[config.mk]
export PLATFORM = sky130hd
export DESIGN_NAME = aux_native_engine
export DESIGN_NICKNAME = d
export VERILOG_FILES = /design/src/rtl/aux_eng_pkg.sv /design/src/rtl/aux_ms_timer.sv /design/src/rtl/aux_data_buf.sv /design/src/rtl/aux_seq_ctrl.sv /design/src/rtl/aux_native_engine.sv
export SDC_FILE = /design/constraint.sdc
export NUM_CORES = 1
export LEC_CHECK = 0
export BUFFER_PORTS_ARGS = -buffer_cell sky130_fd_sc_hd__buf_4
export CORE_AREA = 2 2 224 226
export DETAILED_ROUTE_END_ITERATION = 10
export DIE_AREA = 0 0 226 228
export GPL_ROUTABILITY_DRIVEN = 0
export PLACE_DENSITY = 0.51
export SYNTH_ARGS = -nofsm -noshare
export SYNTH_HDL_FRONTEND = slang
export SYNTH_SLANG_ARGS = --single-unit
[constraint.sdc]
create_clock -name clk -period 4.96 [get_ports clk]
set_clock_uncertainty 0.05 [all_clocks]
set_input_delay 0.248 -clock clk [delete_from_list [all_inputs] [get_ports clk]]
set_output_delay 0.248 -clock clk [all_outputs]
set_load 0.02 [all_outputs]
[src/rtl/aux_eng_pkg.sv]
package aux_eng_pkg;

  localparam int BUF_BYTES = 16;
  localparam int BUF_W     = BUF_BYTES * 8;
  localparam int CNT_W     = $clog2(BUF_BYTES) + 1;
  localparam int ADDR_W    = 20;

  typedef enum logic [2:0] {
    ST_IDLE,
    ST_PREP,
    ST_WAIT_EN,
    ST_WAIT_RPLY,
    ST_RESP
  } seq_state_t;

  // Limit a requested count to 1..BUF_BYTES.
  function automatic logic [CNT_W-1:0] clamp_len(input int unsigned n);
    if (n == 0) return CNT_W'(1);
    if (n > BUF_BYTES) return CNT_W'(BUF_BYTES);
    return CNT_W'(n);
  endfunction

  // Request word: count-1 on top, native flag, request code below.
  function automatic logic [7:0] build_cmd(input logic [CNT_W-1:0] n, input logic rd);
    logic [CNT_W-1:0] m;
    m = n - CNT_W'(1);
    return {m[3:0], 1'b1, 2'b00, rd};
  endfunction

  // One byte lane enabled for each counted byte.
  function automatic logic [BUF_W-1:0] byte_mask(input logic [CNT_W-1:0] n);
    logic [BUF_W-1:0] m;
    for (int i = 0; i < BUF_BYTES; i++)
      m[i*8 +: 8] = (i < int'(n)) ? 8'hFF : 8'h00;
    return m;
  endfunction

endpackage

[src/rtl/aux_ms_timer.sv]
module aux_ms_timer #(
  parameter int TICK_DIV    = 50000,
  parameter int EN_TMO_MS   = 20,
  parameter int RPLY_TMO_MS = 10
) (
  input  logic clk,
  input  logic rst_n,
  input  logic restart,
  input  logic sel_reply,
  output logic expired
);
  localparam int MAX_MS = (EN_TMO_MS > RPLY_TMO_MS) ? EN_TMO_MS : RPLY_TMO_MS;
  localparam int MS_W   = $clog2(MAX_MS + 1);
  localparam int PRE_W  = $clog2(TICK_DIV + 1);

  logic [PRE_W-1:0] pre_q;
  logic [MS_W-1:0]  ms_q;
  logic             tick;

  assign tick = (pre_q == PRE_W'(TICK_DIV - 1));

  always_ff @(posedge clk or negedge rst_n) begin
    if (!rst_n) begin
      pre_q <= '0;
      ms_q  <= '0;
    end else if (restart) begin
      pre_q <= '0;
      ms_q  <= '0;
    end else begin
      pre_q <= tick ? '0 : pre_q + PRE_W'(1);
      if (tick && ms_q != MS_W'(MAX_MS))
        ms_q <= ms_q + MS_W'(1);
    end
  end

  assign expired = sel_reply ? (ms_q >= MS_W'(RPLY_TMO_MS))
                             : (ms_q >= MS_W'(EN_TMO_MS));
endmodule

[src/rtl/aux_data_buf.sv]
module aux_data_buf
  import aux_eng_pkg::*;
(
  input  logic             clk,
  input  logic             rst_n,
  input  logic             accept,
  input  logic [BUF_W-1:0] cmd_wdata,
  input  logic             clr_load,
  input  logic             load_wr,
  input  logic             capture,
  input  logic [BUF_W-1:0] cap_data,
  input  logic [BUF_W-1:0] mask,
  output logic [BUF_W-1:0] buf_q
);
  logic [BUF_W-1:0] pay_q;

  always_ff @(posedge clk or negedge rst_n) begin
    if (!rst_n) begin
      pay_q <= '0;
      buf_q <= '0;
    end else begin
      if (accept)
        pay_q <= cmd_wdata;
      if (clr_load)
        buf_q <= load_wr ? (pay_q & mask) : '0;
      else if (capture)
        buf_q <= cap_data & mask;
    end
  end
endmodule

[src/rtl/aux_seq_ctrl.sv]
module aux_seq_ctrl
  import aux_eng_pkg::*;
#(
  parameter int LEN_W     = 8,
  parameter int MAX_TRIES = 10
) (
  input  logic              clk,
  input  logic              rst_n,
  input  logic              cmd_valid,
  input  logic              cmd_write,
  input  logic [ADDR_W-1:0] cmd_addr,
  input  logic [LEN_W-1:0]  cmd_len,
  input  logic              phy_en_clr,
  input  logic              phy_reply,
  input  logic              phy_err,
  input  logic [3:0]        phy_status,
  input  logic              tmo_expired,
  output logic              cmd_ready,
  output logic              done,
  output logic              err,
  output logic              phy_en,
  output logic              phy_flag_clr,
  output logic [ADDR_W-1:0] addr_q,
  output logic [CNT_W-1:0]  len_q,
  output logic              rd_q,
  output logic              accept,
  output logic              attempt_start,
  output logic              capture,
  output logic              tmr_restart,
  output logic              tmr_sel_reply
);
  localparam int TRY_W = $clog2(MAX_TRIES + 1);

  seq_state_t       state_q;
  logic [TRY_W-1:0] tries_q;
  logic             reply_good;
  logic             attempt_fail;
  logic             last_try;

  assign cmd_ready     = (state_q == ST_IDLE);
  assign done          = (state_q == ST_RESP);
  assign accept        = cmd_ready && cmd_valid;
  assign attempt_start = (state_q == ST_PREP);
  assign reply_good    = !phy_err && (phy_status == 4'h0);
  assign capture       = (state_q == ST_WAIT_RPLY) && phy_reply && reply_good && rd_q;
  assign tmr_restart   = attempt_start || ((state_q == ST_WAIT_EN) && phy_en_clr);
  assign tmr_sel_reply = (state_q == ST_WAIT_RPLY);
  assign last_try      = (tries_q == TRY_W'(MAX_TRIES - 1));
  assign attempt_fail  = ((state_q == ST_WAIT_EN) && !phy_en_clr && tmo_expired) ||
                         ((state_q == ST_WAIT_RPLY) && phy_reply && !reply_good) ||
                         ((state_q == ST_WAIT_RPLY) && !phy_reply && tmo_expired);

  always_ff @(posedge clk or negedge rst_n) begin
    if (!rst_n) begin
      state_q      <= ST_IDLE;
      tries_q      <= '0;
      addr_q       <= '0;
      len_q        <= CNT_W'(1);
      rd_q         <= 1'b0;
      err          <= 1'b0;
      phy_en       <= 1'b0;
      phy_flag_clr <= 1'b0;
    end else begin
      phy_flag_clr <= 1'b0;
      if (attempt_fail) begin
        if (last_try) begin
          err     <= 1'b1;
          state_q <= ST_RESP;
        end else begin
          tries_q <= tries_q + TRY_W'(1);
          state_q <= ST_PREP;
        end
      end
      case (state_q)
        ST_IDLE: if (cmd_valid) begin
          addr_q  <= cmd_addr;
          len_q   <= clamp_len(int'(cmd_len));
          rd_q    <= !cmd_write;
          tries_q <= '0;
          err     <= 1'b0;
          state_q <= ST_PREP;
        end
        ST_PREP: begin
          phy_en  <= 1'b1;
          state_q <= ST_WAIT_EN;
        end
        ST_WAIT_EN: begin
          if (phy_en_clr) begin
            phy_en  <= 1'b0;
            state_q <= ST_WAIT_RPLY;
          end else if (tmo_expired) begin
            phy_en <= 1'b0;
          end
        end
        ST_WAIT_RPLY: if (phy_reply) begin
          phy_flag_clr <= 1'b1;
          if (reply_good) state_q <= ST_RESP;
        end
        ST_RESP: state_q <= ST_IDLE;
        default: state_q <= ST_IDLE;
      endcase
    end
  end
endmodule

[src/rtl/aux_native_engine.sv]
module aux_native_engine
  import aux_eng_pkg::*;
#(
  parameter int TICK_DIV    = 50000,
  parameter int EN_TMO_MS   = 20,
  parameter int RPLY_TMO_MS = 10,
  parameter int MAX_TRIES   = 10,
  parameter int LEN_W       = 8
) (
  input  logic              clk,
  input  logic              rst_n,
  input  logic              cmd_valid,
  output logic              cmd_ready,
  input  logic              cmd_write,
  input  logic [ADDR_W-1:0] cmd_addr,
  input  logic [LEN_W-1:0]  cmd_len,
  input  logic [BUF_W-1:0]  cmd_wdata,
  output logic              done,
  output logic              err,
  output logic [BUF_W-1:0]  rsp_rdata,
  output logic              phy_en,
  output logic [7:0]        phy_addr_lo,
  output logic [7:0]        phy_addr_mid,
  output logic [3:0]        phy_addr_hi,
  output logic [7:0]        phy_cmd,
  output logic [BUF_W-1:0]  phy_wdata,
  input  logic              phy_en_clr,
  input  logic              phy_reply,
  input  logic              phy_err,
  input  logic [3:0]        phy_status,
  input  logic [BUF_W-1:0]  phy_rdata,
  output logic              phy_flag_clr
);
  logic [ADDR_W-1:0] addr_q;
  logic [CNT_W-1:0]  len_q;
  logic              rd_q;
  logic              accept;
  logic              attempt_start;
  logic              capture;
  logic              tmr_restart;
  logic              tmr_sel_reply;
  logic              tmo_expired;
  logic [BUF_W-1:0]  lane_mask;
  logic [BUF_W-1:0]  buf_q;

  aux_seq_ctrl #(.LEN_W(LEN_W), .MAX_TRIES(MAX_TRIES)) i_seq (
    .clk(clk), .rst_n(rst_n),
    .cmd_valid(cmd_valid), .cmd_write(cmd_write), .cmd_addr(cmd_addr), .cmd_len(cmd_len),
    .phy_en_clr(phy_en_clr), .phy_reply(phy_reply), .phy_err(phy_err), .phy_status(phy_status),
    .tmo_expired(tmo_expired),
    .cmd_ready(cmd_ready), .done(done), .err(err), .phy_en(phy_en), .phy_flag_clr(phy_flag_clr),
    .addr_q(addr_q), .len_q(len_q), .rd_q(rd_q), .accept(accept),
    .attempt_start(attempt_start), .capture(capture),
    .tmr_restart(tmr_restart), .tmr_sel_reply(tmr_sel_reply)
  );

  aux_ms_timer #(.TICK_DIV(TICK_DIV), .EN_TMO_MS(EN_TMO_MS), .RPLY_TMO_MS(RPLY_TMO_MS)) i_tmr (
    .clk(clk), .rst_n(rst_n), .restart(tmr_restart), .sel_reply(tmr_sel_reply),
    .expired(tmo_expired)
  );

  assign lane_mask = byte_mask(len_q);

  aux_data_buf i_buf (
    .clk(clk), .rst_n(rst_n), .accept(accept), .cmd_wdata(cmd_wdata),
    .clr_load(attempt_start), .load_wr(!rd_q), .capture(capture),
    .cap_data(phy_rdata), .mask(lane_mask), .buf_q(buf_q)
  );

  assign phy_addr_lo  = addr_q[7:0];
  assign phy_addr_mid = addr_q[15:8];
  assign phy_addr_hi  = addr_q[19:16];
  assign phy_cmd      = build_cmd(len_q, rd_q);
  assign phy_wdata    = buf_q;
  assign rsp_rdata    = buf_q;
endmodule

==> impl_metrics.env, run 1 <==
export IMPL_status="completed"
export IMPL_crit_family="simple AND/OR/NAND/NOR gates"
export IMPL_cp_start_kind="register"
export IMPL_ios=584
export IMPL_swShare_pct=42.2
export IMPL_antenna_found_initial=3
export IMPL_worstMarginPinSlew_ns=1.20
export IMPL_synthArstFlopShare_pct=100
export IMPL_synth_avg_cell_area_um2=9.03
export IMPL_holdWs_ns=0.0374
export IMPL_grt_pass1_vias=14253
export IMPL_synth_top_family_by_area="simple AND/OR/NAND/NOR gates"
export IMPL_internal_power_mw=8.04
export IMPL_fin_crit_ns=2.80
export IMPL_first_iter_violations=758
export IMPL_required_ns=5.39
export IMPL_post_route_period_util_pct=56.4
export IMPL_final_cell_mix="nand2_1, buf_4, dfrtp_1"
export IMPL_slowest_delay_ns=0.65
export IMPL_grt_first_pass_wirelength_um=85300
export IMPL_end_kind="register"
export IMPL_vdd_ir_drop_worst_mv=0.344
export IMPL_setup_viol=0
export IMPL_p_switching_mw=5.87
export IMPL_htree_levels=2
export IMPL_dieArea_mm2=0.0515
export IMPL_cts_tree="yes"
export IMPL_grt_start_max_net_pins=137
export IMPL_critPathKind="reg -> reg"
export IMPL_routedWlPerCell_um=18.7
export IMPL_core_area_mm2=0.0493
export IMPL_routed_wl_um=55900
export IMPL_synth_edf_count=0
export IMPL_grt_total_usage_pct=21.2
export IMPL_drive_gt1_share_pct=28.8
export IMPL_holdCritPathClass="in -> reg"
export IMPL_yosys_mux_area_fraction_pct=0.463
export IMPL_cts_root_buf="clkbuf_16"
export IMPL_drcViolationCount=0
export IMPL_hold_path_startpoint="phy_rdata[73]"
export IMPL_cts_sinks=313
export IMPL_max_freq_ghz=0.358
export IMPL_clk_latency_ns=0.55
export IMPL_synth_fa_ha_area_share_pct=0.487
export IMPL_synth_flop_cell="dfrtp_1"
export IMPL_crit_arrival_ns=3.23
export IMPL_viasPerCell=4.70
export IMPL_synth_xor_area_share_pct=0.852
export IMPL_max_cap_violations=0
export IMPL_dr_pass1_iters=4
export IMPL_pwr_share_clk_pct=20.7
export IMPL_slew_headroom_pct=19.7
export IMPL_final_common_cell="nand2_1"
export IMPL_final_core_util_pct=45.5
export IMPL_numPortBuffers=580
export IMPL_path_clk_slew_ns=0.06
export IMPL_synthCells=1706
export IMPL_slowest_stage="nand2_4"
export IMPL_fill_cells=4742
export IMPL_rsz0062_at_grt="false"
export IMPL_die_w_um=226
export IMPL_seq_area_frac_synth_pct=50.8
export IMPL_yosys_warnings=0
export IMPL_syn_area_mm2=0.0154
export IMPL_final_max_slew_viol_count=0
export IMPL_hold_viol_final=0
export IMPL_dp_hpwl_um=37200
export IMPL_cp_max_fo=86
export IMPL_synth_simple_area_share_pct=24.0
export IMPL_critPathBufInv=1
export IMPL_finalSetupTns_ns=0
export IMPL_row_count=82
export IMPL_die_h_um=228
export IMPL_cts_made_buffers=40
export IMPL_grt_overflow=0
export IMPL_pwr_share_seq_pct=33.0
export IMPL_cts_path_max_buffers=3
export IMPL_syn2layout_area_growth_pct=45.7
export IMPL_start_util_pct=31.2
export IMPL_leakagePower_nw=11.5
export IMPL_combPwrFrac_pct=46.3
export IMPL_crit_chain="nor3_1 -> nand2_4 -> o31ai_1 -> dlygate4sd3_1"
export IMPL_power_density_mw_per_mm2=619
export IMPL_cts_setup_buffers=0
export IMPL_drtAntennaViolNets=0
export IMPL_r2r_start="i_seq.state_q[1]"
export IMPL_synth_seq_cells=313
export IMPL_synth_compound_area_share_pct=13.4
export IMPL_vias=14025
export IMPL_final_nets=2585
export IMPL_netlist_cell_type_count=51
export IMPL_cp_startpoint="i_seq.state_q[1]"
## per-stage QoR
| step | worst slack (ns) | power, mW | instance area [µm²] | cells |
|---|---|---|---|---|
| after floorplan | 2.73 | 8.75 | 15400 | 1707 |
| after global placement | 2.21 | 10.9 | 19400 | 2732 |
| after detailed placement | 2.16 | 11.0 | 19400 | 2732 |
| after CTS | 2.16 | 14.1 | 22400 | 2981 |
| after global routing | 1.89 | 14.8 | 22500 | 2984 |
| final | 2.16 | 13.9 | 22500 | 2985 |
## state kept, by name (all words and copies together), names as in the netlist
| register | flops |
|---|---|
| i_seq.err | 1 |
| i_tmr.ms_q | 5 |
| i_seq.phy_flag_clr | 1 |
| i_buf.buf_q | 128 |
| i_seq.rd_q | 1 |
| i_tmr.pre_q | 16 |
| i_buf.pay_q | 128 |
| i_seq.phy_en | 1 |
| i_seq.state_q | 3 |
| i_seq.len_q | 5 |
| i_seq.tries_q | 4 |
| i_seq.addr_q | 20 |
## cells in the mapped netlist, types with 2 or more instances
library cell	number	share of area, %
a211oi_1	96	4.7
a21boi_0	3	0.15
a21o_1	98	4.8
a21oi_1	34	1.1
a22o_1	3	0.17
a31oi_1	3	0.12
and2_1	10	0.41
and3_1	2	0.081
buf_2	14	0.45
buf_4	132	6.4
buf_6	7	0.51
clkbuf_1	90	2.2
conb_1	2	0.049
dfrtp_1	312	51
ha_1	6	0.49
inv_1	12	0.29
mux2i_1	6	0.39
nand2_1	594	14
nand2b_1	4	0.16
nand3_1	8	0.26
nand3b_1	96	4.7
nand4_1	6	0.24
nand4b_1	2	0.11
nor2_1	30	0.73
nor2b_1	2	0.081
nor3_1	7	0.23
nor3b_1	33	1.6
nor4_1	4	0.16
nor4bb_1	2	0.13
o21a_1	2	0.097
o21ai_0	24	0.78
o31ai_1	25	1.2
or3_1	5	0.20
or4_1	2	0.097
xnor2_1	13	0.74
xor2_1	2	0.11
## worst min-delay path, cell delays in order
cell	delay, ns
buf_4	0.11
nand2_1	0.05
a211oi_1	0.06
a21o_1	0.15
## final cells by class
cell class | instances | area (µm²) | area share, %
diodes | 4 | 10.0 | 0.0446
clock buffers | 61 | 1190 | 5.30
clock inverters | 6 | 85.1 | 0.379
inverters | 12 | 45.0 | 0.201
multi-input cells | 1138 | 6080 | 27.1
flip-flops and latches | 313 | 7840 | 34.9
well taps | 672 | 841 | 3.74
repair buffers | 779 | 6370 | 28.4
## power groups by stage
stage / combinational [mW] / clock [mW] / sequential (mW)
finish: 6.44 / 2.88 / 4.58
global route: 7.02 / 3.07 / 4.72
CTS: 6.53 / 2.97 / 4.59
detailed placement: 6.40 / 0 / 4.61
global placement: 6.34 / 0 / 4.59
floorplan: 3.87 / 0 / 4.89
## logic make-up after synthesis
logic type,after synthesis
AO/OA/AOI/OAI,294
AND/OR/NAND/NOR,813
XOR/XNOR,15
multiplexers,7
other,2
flip-flops,313
adder cells (fa/ha/maj),6
buffers and inverters,256
## path summary, 6_finish.rpt
kind	endpoint	slack (ns)	cells past startpoint
max reg2reg	i_seq.len_q[0]	2.16	4
max in group asynchronous	i_buf.buf_q[28]	3.22	3
min reg2reg	i_buf.pay_q[34]	0.42	2
min in group asynchronous	i_buf.buf_q[115]	0.24	2
min	i_buf.buf_q[73]	0.04	4
max	i_seq.len_q[0]	2.16	4
## layer usage
metal	part of all wire [%]	up-vias	routed length, µm	global-route usage (%)
met5	0	-	0	0
met4	1.6	0	916	4.70
met2	49	395	27500	36.3
met3	4.7	56	2650	3.81
met1	44	6853	24800	27.9
li1	-	6721	-	-
## repair_timing
item,CTS,global route
setup endpoints to repair,0,0
hold buffers,182,0
resized for setup,0,0
hold endpoints to repair,270,0
Note: power is estimated with default switching activity, not from simulation.
==> run 2, diff against run 1 <==
--- a/config.mk
+++ b/config.mk
@@ -10,7 +10,7 @@
 export DETAILED_ROUTE_END_ITERATION = 10
 export DIE_AREA = 0 0 226 228
 export GPL_ROUTABILITY_DRIVEN = 0
-export PLACE_DENSITY = 0.51
+export PLACE_DENSITY = 0.53
 export SYNTH_ARGS = -nofsm -noshare
 export SYNTH_HDL_FRONTEND = slang
 export SYNTH_SLANG_ARGS = --single-unit
==> constraint.sdc (replaced) <==
create_clock -name clk -period 2.2 [get_ports clk]
set_clock_uncertainty 0.05 [all_clocks]
set_input_delay 0.11 -clock clk [delete_from_list [all_inputs] [get_ports clk]]
set_output_delay 0.11 -clock clk [all_outputs]
set_load 0.02 [all_outputs]
==> run 2 against run 1 <==
Against the previous run: maximum frequency increased by 36%; global-route usage increased by 0.41 points; final cell count increased by 5.4%; count of clock-buffer cells in the layout increased by 1; design area increased by 7.3%; combinational power increased by 140%; critical path type unchanged; largest power group unchanged; highest routed layer unchanged.
==> impl_metrics.env, run 2 (same netlist as run 1, synthesis figures left out) <==
export IMPL_status="completed"
export IMPL_cp_max_fo=25
export IMPL_syn2layout_area_growth_pct=56.4
export IMPL_pwr_share_seq_pct=31.5
export IMPL_swShare_pct=41.6
export IMPL_htree_levels=2
export IMPL_clk_latency_ns=0.54
export IMPL_critPathKind="reg -> reg"
export IMPL_path_clk_slew_ns=0.06
export IMPL_grt_overflow=0
export IMPL_power_density_mw_per_mm2=1340
export IMPL_grt_pass1_vias=15305
export IMPL_final_nets=2740
export IMPL_dpl_instance_area_mm2=0.0199
export IMPL_holdCritPathClass="in -> reg"
export IMPL_die_h_um=228
export IMPL_multi_input_comb_area_mm2=0.00609
export IMPL_hold_viol_final=0
export IMPL_ios=584
export IMPL_dp_hpwl_um=39000
export IMPL_internal_power_mw=18.9
export IMPL_final_max_slew_viol_count=0
export IMPL_post_route_period_util_pct=93.7
export IMPL_drive_gt1_share_pct=29.1
export IMPL_dieArea_mm2=0.0515
export IMPL_end_kind="register"
export IMPL_dr_pass1_iters=5
export IMPL_final_cell_mix="buf_4, nand2_1, dfrtp_1"
export IMPL_rsz0062_at_grt="false"
export IMPL_start_util_pct=31.2
export IMPL_cp_start_kind="register"
export IMPL_fill_cells=4616
export IMPL_leakagePower_nw=12.3
export IMPL_holdWs_ns=0.0436
export IMPL_pwr_share_clk_pct=20.2
export IMPL_die_w_um=226
export IMPL_hold_depth=4
export IMPL_antenna_found_initial=5
export IMPL_final_common_cell="buf_4"
export IMPL_max_cap_violations=0
export IMPL_viasPerCell=4.66
export IMPL_core_area_mm2=0.0493
export IMPL_fin_area_mm2=0.0241
export IMPL_cts_tree="yes"
export IMPL_drtAntennaViolNets=0
export IMPL_setup_viol=0
export IMPL_p_switching_mw=13.4
export IMPL_rr_worst_depth=7
export IMPL_required_ns=2.62
export IMPL_regArea_mm2=0.00784
export IMPL_grt_total_usage_pct=21.6
export IMPL_setup_slack_ns=0.139
export IMPL_first_iter_violations=732
export IMPL_row_count=82
export IMPL_crit_arrival_ns=2.48
export IMPL_cts_path_max_buffers=3
export IMPL_slew_headroom_pct=35.7
export IMPL_vias=14650
export IMPL_vdd_ir_drop_worst_mv=0.898
export IMPL_finalSetupTns_ns=0
export IMPL_cts_root_buf="clkbuf_16"
export IMPL_largest_registers="i_buf.buf_q: 128 flops, i_buf.pay_q: 128 flops, i_seq.addr_q: 20 flops"
export IMPL_placed_cells=2782
export IMPL_fin_crit_ns=2.06
export IMPL_post_place_ws_ns=0.0480
export IMPL_final_core_util_pct=48.8
export IMPL_drcViolationCount=0
export IMPL_routed_wl_um=56900
export IMPL_grt_first_pass_wirelength_um=87300
export IMPL_max_freq_ghz=0.485
export IMPL_worstMarginPinSlew_ns=0.964
export IMPL_grt_start_max_net_pins=148
export IMPL_combPwrFrac_pct=48.2
export IMPL_routedWlPerCell_um=18.1
export IMPL_final_cells=3145
export IMPL_cts_sinks=313
export IMPL_finalPower_mw=32.3
export IMPL_cts_made_buffers=38
export IMPL_numPortBuffers=580
## run 2: cell type report
type,count,share of cell area (%)
flip-flops and latches,313,32.5
clock inverters,7,0.369
clock buffers,62,5.08
multi-input cells,1138,25.3
diodes,5,0.0519
inverters,12,0.187
repair buffers,936,33.1
well taps,672,3.49
## run 2: layer usage
| metal | part of all wire (%) | GRT usage (%) | vias to the layer above | wire length [µm] |
|---|---|---|---|---|
| li1 | - | - | 7051 | - |
| met1 | 43 | 27.2 | 7077 | 24300 |
| met2 | 50 | 37.9 | 441 | 28500 |
| met3 | 5.0 | 3.59 | 81 | 2820 |
| met4 | 2.2 | 6.39 | 0 | 1230 |
| met5 | 0 | 0 | - | 0 |
## run 2: path summary, 6_finish.rpt
check,startpoint,end,slack [ns]
min,cmd_len[4],i_seq.len_q[4],0.04
max reg2reg,i_seq.state_q[2],i_buf.pay_q[37],0.14
min reg2reg,i_buf.pay_q[6],i_buf.pay_q[6],0.42
max in group asynchronous,rst_n,i_buf.buf_q[127],1.17
min in group asynchronous,rst_n,i_buf.buf_q[14],0.06
max,i_seq.state_q[2],i_buf.pay_q[37],0.14
## run 2: timing repair
| item | in CTS | in global routing |
|---|---|---|
| buffers inserted | 0 | 0 |
| gates resized for setup | 0 | 1 |
| setup endpoints to repair | 0 | 2 |
| hold buffers | 289 | 0 |
| endpoints found under the hold margin | 571 | 0 |
## run 2: power groups by stage
stage | Combinational [mW] | Sequential (mW) | Clock, mW
4_1_cts | 15.7 | 10.2 | 6.72
5_1_grt | 16.9 | 10.5 | 6.92
6_report | 15.6 | 10.2 | 6.54
2_1_floorplan | 8.73 | 11.0 | 0
3_5_place_dp | 15.2 | 10.3 | 0
3_3_place_gp | 15.0 | 10.2 | 0
## run 2: critical path, cell delays in order, from the launching register on
cell           delay (ns)
dfrtp_1              0.40
buf_4                0.17
nor3_4               0.27
and2_4               0.22
buf_12               0.18
nand2_1              0.09
nand2_1              0.06
dlygate4sd3_1        0.55
==> run 3, diff against run 2 <==
--- a/config.mk
+++ b/config.mk
@@ -6,11 +6,13 @@
 export NUM_CORES = 1
 export LEC_CHECK = 0
 export BUFFER_PORTS_ARGS = -buffer_cell sky130_fd_sc_hd__buf_4
-export CORE_AREA = 2 2 224 226
+export CORE_AREA = 2 2 229 231
+export CTS_BUF_LIST = sky130_fd_sc_hd__clkbuf_8
+export CTS_CLUSTER_DIAMETER = 200
 export DETAILED_ROUTE_END_ITERATION = 10
-export DIE_AREA = 0 0 226 228
+export DIE_AREA = 0 0 231 233
 export GPL_ROUTABILITY_DRIVEN = 0
-export PLACE_DENSITY = 0.53
+export PLACE_DENSITY = 0.51
 export SYNTH_ARGS = -nofsm -noshare
 export SYNTH_HDL_FRONTEND = slang
 export SYNTH_SLANG_ARGS = --single-unit
==> run 3 against run 2 <==
Against the previous run: register-to-register slack got worse by 0.05 ns; worst hold slack improved by 0.055 ns; sequential share of layout area barely moved; count of clock-buffer cells in the layout rose by 13; design area rose by 0.11%; utilization fell by 1.6 points; clock power fell by 12%; die area rose by 4.5%; via count rose by 1.5%; combinational power barely moved; maximum frequency fell by 2.5%; routed wire length rose by 0.40%; critical path type unchanged; largest power group unchanged.
==> impl_metrics.env, run 3 (same netlist as run 1, synthesis figures left out) <==
export IMPL_grt_start_max_net_pins=131
export IMPL_finalPower_mw=31.7
export IMPL_slowest_stage="dfrtp_1"
export IMPL_setup_viol=0
export IMPL_multi_input_comb_area_mm2=0.00609
export IMPL_final_core_util_pct=47.2
export IMPL_grt_overflow=0
export IMPL_pwr_share_clk_pct=18.2
export IMPL_crit_chain="or3b_4 -> o41a_2 -> buf_12 -> a211oi_1 -> a21o_1"
export IMPL_placed_cells=2783
export IMPL_clk_latency_ns=0.63
export IMPL_cts_made_buffers=58
export IMPL_cts_sinks=313
export IMPL_holdWs_ns=0.0986
export IMPL_syn2layout_area_growth_pct=56.6
export IMPL_rr_worst_depth=5
export IMPL_end_kind="register"
export IMPL_critPathBufInv=1
export IMPL_cts_tree="yes"
export IMPL_finalSetupTns_ns=0
export IMPL_grt_pass1_vias=15217
export IMPL_worstSetupPathDepth=5
export IMPL_grt_total_usage_pct=20.5
export IMPL_cts_setup_buffers=0
export IMPL_crit_family="compound AO/OA/AOI/OAI gates"
export IMPL_cts_root_buf="clkbuf_8"
export IMPL_routed_wl_um=57100
export IMPL_ios=584
export IMPL_fin_crit_ns=2.11
export IMPL_path_clk_slew_ns=0.06
export IMPL_r2r_end="i_buf.buf_q[92]"
export IMPL_viasPerCell=4.66
export IMPL_slowest_delay_ns=0.48
export IMPL_p_switching_mw=13.4
export IMPL_drcViolationCount=0
export IMPL_rsz0062_at_grt="false"
export IMPL_r2r_start="i_seq.state_q[2]"
export IMPL_drive_gt1_share_pct=29.2
export IMPL_vias=14876
export IMPL_fill_cells=4919
export IMPL_htree_levels=2
export IMPL_final_max_slew_viol_count=0
export IMPL_dieArea_mm2=0.0538
export IMPL_worstMarginPinSlew_ns=0.912
export IMPL_die_h_um=233
export IMPL_regArea_mm2=0.00784
export IMPL_r2r_slack_ns=0.09
export IMPL_max_cap_violations=0
export IMPL_antenna_found_initial=2
export IMPL_pwr_share_seq_pct=32.2
export IMPL_row_count=83
export IMPL_final_cell_mix="buf_4, nand2_1, dfrtp_1"
export IMPL_hold_viol_final=0
export IMPL_drtAntennaViolNets=0
export IMPL_swShare_pct=42.3
export IMPL_core_area_mm2=0.0511
export IMPL_power_density_mw_per_mm2=1310
export IMPL_first_iter_violations=810
export IMPL_combPwrFrac_pct=49.6
export IMPL_final_cells=3194
export IMPL_cp_max_fo=126
export IMPL_cp_endpoint="i_buf.buf_q[92]"
export IMPL_dp_hpwl_um=38900
export IMPL_leakagePower_nw=12.4
export IMPL_die_w_um=231
export IMPL_max_freq_ghz=0.473
export IMPL_routedWlPerCell_um=17.9
export IMPL_cp_start_kind="register"
export IMPL_required_ns=2.71
export IMPL_vdd_ir_drop_worst_mv=0.961
export IMPL_cp_startpoint="i_seq.state_q[2]"
export IMPL_final_nets=2768
export IMPL_numPortBuffers=580
export IMPL_grt_first_pass_wirelength_um=86700
export IMPL_dr_pass1_iters=4
export IMPL_internal_power_mw=18.2
export IMPL_holdCritPathClass="in -> async"
export IMPL_largest_registers="i_buf.buf_q: 128 flops, i_buf.pay_q: 128 flops, i_seq.addr_q: 20 flops"
export IMPL_post_route_period_util_pct=96.0
export IMPL_cts_path_max_buffers=3
export IMPL_crit_arrival_ns=2.63
export IMPL_slew_headroom_pct=39.0
export IMPL_status="completed"
export IMPL_start_util_pct=30.2
export IMPL_critPathKind="reg -> reg"
export IMPL_final_common_cell="buf_4"
[run 3: cell count changes in the layout (fill, tap and decap cells not counted), sizes merged]
cell / previous run / this run
buf: 647 / 641
clkbuf: 62 / 75
clkinv: 5 / 3
diode: 5 / 1
inv: 12 / 38
dlygate4sd3: 289 / 303
[run 3: through the flow]
step           instance area [µm²]  setup slack, ns
2_1_floorplan                15400            0.206
3_3_place_gp                 19900           0.0806
3_5_place_dp                 19900           0.0664
4_1_cts                      24100           0.0139
5_1_grt                      24100           0.0123
6_report                     24100           0.0873
[run 3: layout make-up]
type                       instances  share of cell area [%]
multi-input combinational       1138                    25.2
inverter                          12                   0.187
clock buffer                      75                    4.28
clock inverter                    31                   0.715
tap                              680                    3.53
antenna                            1                  0.0104
sequential                       313                    32.5
timing repair buffer             944                    33.6
[run 3: worst reg2reg max path, stage by stage, from the launching register on]
cell	delay (ns)
dfrtp_1	0.48
or3b_4	0.48
o41a_2	0.18
buf_12	0.22
a211oi_1	0.53
a21o_1	0.11
[run 3: power groups by stage]
stage / combinational (mW) / sequential (mW) / clock [mW]
after detailed placement: 15.1 / 10.3 / 0
after floorplan: 8.73 / 11.0 / 0
after global routing: 17.0 / 10.5 / 6.20
after CTS: 15.8 / 10.2 / 5.95
final: 15.7 / 10.2 / 5.76
after global placement: 15.0 / 10.2 / 0
[run 3: how the worst min path moves through the flow]
stage                     start                to  slack [ns]  cells after the start
after global routing      rst_n    i_seq.len_q[0]        0.08                      2
final                     rst_n    i_seq.len_q[0]         0.1                      2
after floorplan           rst_n    i_buf.buf_q[0]       -0.24                      0
after global placement    rst_n  i_buf.buf_q[110]        0.03                      1
after CTS                 rst_n    i_seq.len_q[0]        0.04                      2
after detailed placement  rst_n  i_buf.buf_q[110]        0.02                      1
[run 3: repair_timing]
action / CTS / global route
gates resized for setup: 0 / 2
endpoints found under the setup margin: 0 / 14
hold buffers: 304 / 0
endpoints found under the hold margin: 603 / 0
[run 3: routing by layer]
| layer | part of all wire, % | vias up | GRT usage, % |
|---|---|---|---|
| li1 | - | 7100 | - |
| met1 | 43 | 7196 | 26.7 |
| met2 | 49 | 475 | 34.9 |
| met3 | 4.5 | 105 | 2.83 |
| met4 | 2.7 | 0 | 7.26 |
| met5 | 0 | - | 0 |
